==> config.mk <==
export PLATFORM = sky130hd
export DESIGN_NAME = phase_step_seq
export DESIGN_NICKNAME = d
export VERILOG_FILES = /design/src/rtl/phase_step_pkg.sv /design/src/rtl/phase_step_sync.sv /design/src/rtl/phase_step_fsm.sv /design/src/rtl/phase_step_acc.sv /design/src/rtl/phase_step_seq.sv
export SDC_FILE = /design/constraint.sdc
export NUM_CORES = 1
export LEC_CHECK = 0
export ABC_AREA = 1
export CELL_PAD_IN_SITES_DETAIL_PLACEMENT = 0
export CELL_PAD_IN_SITES_GLOBAL_PLACEMENT = 1
export CORE_MARGIN = 5
export CORE_UTILIZATION = 41
export CTS_CLUSTER_SIZE = 14
export DETAILED_ROUTE_END_ITERATION = 12
export DONT_BUFFER_PORTS = 1
export PLACE_DENSITY = 0.74
export SYNTH_ARGS = -nofsm -noshare
export SYNTH_HDL_FRONTEND = slang
export SYNTH_HIERARCHICAL = 1
export SYNTH_SLANG_ARGS = --single-unit
==> constraint.sdc <==
create_clock -name clk -period 1.4 [get_ports clk]
set_input_delay 0.21 -clock clk [delete_from_list [all_inputs] [get_ports clk]]
set_output_delay 0.21 -clock clk [all_outputs]
set_load 0.1 [all_outputs]
==> src/rtl/phase_step_pkg.sv <==
package phase_step_pkg;
   typedef enum logic [1:0] {
      ST_IDLE = 2'd0,
      ST_STEP = 2'd1,
      ST_PARK = 2'd2
   } seq_state_t;
endpackage

==> src/rtl/phase_step_sync.sv <==
module phase_step_sync #(
   parameter int STAGES = 2
) (
   input  logic clk,
   input  logic rst_n,
   input  logic d,
   output logic q
);
   logic [STAGES-1:0] chain;

   initial begin : p_param_chk
      assert (STAGES >= 2) else $error("STAGES must be at least 2");
   end

   genvar gi;
   generate
      for (gi = 0; gi < STAGES; gi++) begin : g_stage
         if (gi == 0) begin : g_first
            always_ff @(posedge clk or negedge rst_n) begin
               if (!rst_n) chain[0] <= 1'b0;
               else        chain[0] <= d;
            end
         end else begin : g_next
            always_ff @(posedge clk or negedge rst_n) begin
               if (!rst_n) chain[gi] <= 1'b0;
               else        chain[gi] <= chain[gi-1];
            end
         end
      end
   endgenerate

   assign q = chain[STAGES-1];
endmodule

==> src/rtl/phase_step_fsm.sv <==
module phase_step_fsm
   import phase_step_pkg::*;
#(
   parameter int MIN_HOLD = 4,
   parameter int TIMEOUT  = 64
) (
   input  logic clk,
   input  logic rst_n,
   input  logic start_s,
   input  logic dir_in,
   input  logic ack_in,
   output logic strobe,
   output logic dir_q,
   output logic parked,
   output logic err_q,
   output logic commit
);
   localparam int CYC_W = $clog2(TIMEOUT + 1);
   localparam logic [CYC_W-1:0] HOLD_LAST = CYC_W'(MIN_HOLD - 1);
   localparam logic [CYC_W-1:0] TMO_LAST  = CYC_W'(TIMEOUT - 1);

   seq_state_t       state;
   logic [CYC_W-1:0] cyc;
   logic             ack_seen;
   logic             ack_now;
   logic             hold_met;

   initial begin : p_param_chk
      assert (MIN_HOLD >= 1) else $error("MIN_HOLD must be at least 1");
      assert (TIMEOUT >= MIN_HOLD) else $error("TIMEOUT must not be below MIN_HOLD");
   end

   assign ack_now  = ack_seen | ack_in;
   assign hold_met = (cyc >= HOLD_LAST);
   assign commit   = (state == ST_STEP) && ack_now && hold_met;

   always_ff @(posedge clk or negedge rst_n) begin
      if (!rst_n) begin
         state    <= ST_IDLE;
         cyc      <= '0;
         ack_seen <= 1'b0;
         dir_q    <= 1'b0;
         err_q    <= 1'b0;
      end else begin
         unique case (state)
            ST_IDLE: begin
               if (start_s) begin
                  state    <= ST_STEP;
                  cyc      <= '0;
                  ack_seen <= 1'b0;
                  dir_q    <= dir_in;
                  err_q    <= 1'b0;
               end
            end
            ST_STEP: begin
               cyc      <= cyc + 1'b1;
               ack_seen <= ack_now;
               if (commit) begin
                  state <= ST_PARK;
               end else if (cyc == TMO_LAST) begin
                  state <= ST_PARK;
                  err_q <= 1'b1;
               end
            end
            ST_PARK: begin
               if (!start_s) state <= ST_IDLE;
            end
            default: state <= ST_IDLE;
         endcase
      end
   end

   assign strobe = (state == ST_STEP);
   assign parked = (state == ST_PARK);
endmodule

==> src/rtl/phase_step_acc.sv <==
module phase_step_acc #(
   parameter int CNT_W = 8
) (
   input  logic                    clk,
   input  logic                    rst_n,
   input  logic                    commit,
   input  logic                    fwd,
   output logic signed [CNT_W-1:0] net
);
   localparam logic signed [CNT_W-1:0] ONE = CNT_W'(1);

   always_ff @(posedge clk or negedge rst_n) begin
      if (!rst_n)      net <= '0;
      else if (commit) net <= fwd ? (net + ONE) : (net - ONE);
   end
endmodule

==> src/rtl/phase_step_seq.sv <==
module phase_step_seq #(
   parameter int SYNC_STAGES = 2,
   parameter int MIN_HOLD    = 4,
   parameter int TIMEOUT     = 64,
   parameter int CNT_W       = 8
) (
   input  logic                    clk,
   input  logic                    rst_n,
   input  logic                    req_start,
   input  logic                    req_dir,
   output logic                    busy,
   output logic                    step_done,
   output logic                    step_err,
   output logic                    pll_step,
   output logic                    pll_updn,
   input  logic                    pll_done,
   output logic signed [CNT_W-1:0] net_steps
);
   logic start_s;
   logic strobe;
   logic dir_q;
   logic commit;

   phase_step_sync #(.STAGES(SYNC_STAGES)) u_sync (
      .clk(clk), .rst_n(rst_n), .d(req_start), .q(start_s)
   );

   phase_step_fsm #(.MIN_HOLD(MIN_HOLD), .TIMEOUT(TIMEOUT)) u_fsm (
      .clk(clk), .rst_n(rst_n), .start_s(start_s), .dir_in(req_dir),
      .ack_in(pll_done), .strobe(strobe), .dir_q(dir_q),
      .parked(step_done), .err_q(step_err), .commit(commit)
   );

   phase_step_acc #(.CNT_W(CNT_W)) u_acc (
      .clk(clk), .rst_n(rst_n), .commit(commit), .fwd(dir_q), .net(net_steps)
   );

   assign pll_step = strobe;
   assign busy     = strobe;
   assign pll_updn = dir_q;
endmodule

==> metrics.md <==
| Metric | Value |
|---|---|
| Slew Viols, Final | `0` |
| R2r worst-path depth | `9` |
| Post-route ant nets | `0` |
| DR WL/cell | `12.4 um` |
| Yosys top cell area share | `40.6%` |
| Post-layout util | `63.7%` |
| Core Rows | `20` |
| CP arrival | `1.88 ns` |
| Pre-Repair DR Iteration Count | `4` |
| Ys async rst share | `100%` |
| Avg Cell Area, Syn | `8.02 um^2` |
| Worst r2r dst | `u_acc/net[6]` |
| Worst Hold Depth | `1` |
| Top-count cell post-synth | `nand2_1` |
| Post-layout nets | `224` |
| H-tree depth | `1` |
| Width of the die | `67.5 um` |
| GPL Wtd Cong | `0.841` |
| Worst-Margin Slew | `1.02 ns` |
| Core footprint | `0.00310 mm^2` |
| Clock Skew | `0.00112 ns` |
| Clk sink count | `22` |
| Hold path startpoint | `req_dir` |
| Synth Instances | `169` |
| Vias post-DR | `1216` |
| Failing checks | `setup timing` |
| GRT Overall Usage | `14.5%` |
| Highest clock rate | `600 MHz` |
| Mapped Nets | `182` |
| Remaining DRCs | `0` |
| Area growth syn-to-layout | `45.9%` |
| Initial core utilization | `43.7%` |
| Crit share post-route | `119%` |
| Num CTS Buffers | `3` |
| Fillcell total | `277` |
| Detailed Route WL | `3.14 mm` |
| Ys flop type | `dfrtp_1` |
| DP HPWL | `2.16 mm` |
| Port Buffer Count | `0` |
| Die area | `0.00455 mm^2` |
| Largest cells by area after synthesis | `dfrtp_1 41%, nand2_1 15%, ha_1 6.5%, nand3_1 5.2%, inv_1 5.0%` |
| Crit-path max FO | `7` |
| Die height | `67.5 um` |
| Maximum clock path buffer count | `2` |
| Syn. warnings | `6` |
| DR vias/cell | `4.79` |
| Initial antenna violation count | `0` |
| Overflow after GRT | `0` |
| DRT iter0 DRCs | `49` |
| Maximum capacitance violations | `0` |
| Critical Path Start | `u_fsm/dir_q` |
| Clk pin slew, worst setup/hold paths | `0.13 ns` |
| RSZ-0062 raised after global routing | `true` |
| Fraction of layout cells with a size suffix above 1 | `44.3%` |
| CTS root buffer | `clkbuf_4` |
| Placed Instance Area | `0.00167 mm^2` |
| Sequential fraction of the synthesis area | `40.6%` |
| Final Worst Setup Slack | `-0.265 ns` |
| Synth Cell Area | `0.00136 mm^2` |
| Distinct cells, synth | `27` |
| Largest net degree at the start of global routing | `23` |
| Slew HR | `32.2%` |
| Worst setup SP type | `flop` |
| Setup crit end kind | `flop` |
| Status | `finished, violations left` |
| Final Setup Violations | `7` |
| Worst min path class | `input port to flop` |
| First-pass GRT wire length | `5.00 mm` |
| Setup TNS | `-1.24 ns` |
| Clk_lat worst skew | `0.31 ns` |
| Setup CP Type | `flop to flop` |
| Synth top cells by count | `53 x nand2_1, 22 x dfrtp_1, 18 x inv_1` |
| Seq cells post-synth | `22` |
| Final hold vios | `0` |
| Crit path time final | `1.67 ns` |
| Hold Path Sink | `u_fsm/dir_q` |
| R2R setup slack | `-0.27 ns` |
| CTS tree | `done` |
| Vias in the first global route | `1189` |
| EDFF count, synth | `0` |
| # IOs | `18` |
| Placed cells | `240` |
| Largest area contributor in the netlist | `dfrtp_1` |
| CP Data Required Time | `1.62 ns` |
| Non-filler cells, final | `254` |
| Worst r2r src | `u_fsm/dir_q` |
| Finished Cell Area | `0.00198 mm^2` |
| Ant. Diodes | `0` |
[layer usage]
metal | part of all wire, % | vias to the layer above | GRT usage (%)
met4 | 1.2 | 0 | 5.82
met1 | 42 | 567 | 17.0
li1 | - | 623 | -
met2 | 53 | 22 | 25.5
met3 | 3.6 | 4 | 3.16
met5 | 0 | - | 0
[sequential cells by signal, summed over array words and instances (netlist names)]
name	flops
u_fsm/dir_q	1
u_fsm/cyc	7
u_sync/q	1
u_sync/chain	1
u_fsm/state	2
u_fsm/ack_seen	1
u_acc/net	8
u_fsm/err_q	1
[repair_timing]
action	in CTS	in global routing
pin swaps	15	21
gates resized for setup	24	21
endpoints found under the setup margin	11	15
hold buffers	2	0
buffers inserted	4	6
endpoints found under the hold margin	23	0
[worst max path at each step]
| stage | to | slack [ns] | depth (start not counted) |
|---|---|---|---|
| after floorplan | u_acc/net[6] | -0.42 | 8 |
| after global placement | u_acc/net[7] | -0.27 | 7 |
| after detailed placement | u_acc/net[7] | -0.28 | 7 |
| after CTS | u_acc/net[6] | -0.21 | 10 |
| after global routing | u_acc/net[6] | -0.39 | 10 |
| final | u_acc/net[6] | -0.27 | 9 |
[stage by stage]
step | hold slack (ns) | setup WS [ns]
global placement | -0.0850 | -0.265
finish | 0.0249 | -0.265
detailed placement | -0.0850 | -0.279
floorplan | -0.0856 | -0.416
CTS | 0.0120 | -0.214
global route | 0.00981 | -0.388
[cell families after synthesis]
group | count (synthesis) | synth area share (%)
simple gates | 97 | 33.3
buf+inv | 22 | 7.48
flops | 22 | 40.6
compound gates | 17 | 8.49
fa+ha+maj | 8 | 7.94
xor+xnor | 2 | 1.29
mux | 1 | 0.831
[critical path, cell delays in order (launching register included)]
cell and delay (ns):
dfrtp_4 0.45, clkinvlp_4 0.09, buf_12 0.15, fa_2 0.36, nand2_2 0.08, nand2_2 0.07
nand3b_1 0.12, nand3_1 0.10, nand3_2 0.09, nand2_2 0.06
[layout by cell type (no fill, tap or decap), drive strengths merged]
cell,count
a21oi,6
buf,38
bufinv,1
clkbuf,3
clkinvlp,1
dfrtp,22
dlygate4sd3,1
dlymetal6s4s,1
fa,1
ha,7
inv,18
mux2,1
nand2,58
nand3,16
nand3b,2
nand4,2
nor2,17
o21ai,10
o22ai,1
or2,2
xor2,2
[cell type report]
type	instances	area, um^2	area share [%]
well taps	44	55.1	2.78
flip-flops and latches	22	564	28.5
repair buffers	40	380	19.2
inverters	19	85.1	4.30
clock buffers	3	22.5	1.14
multi-input cells	125	840	42.5
clock inverters	1	30.0	1.52
Power is left out: the tool's default activity adds up to more than one toggle a clock period on the data nets, which glitch-free logic cannot reach.
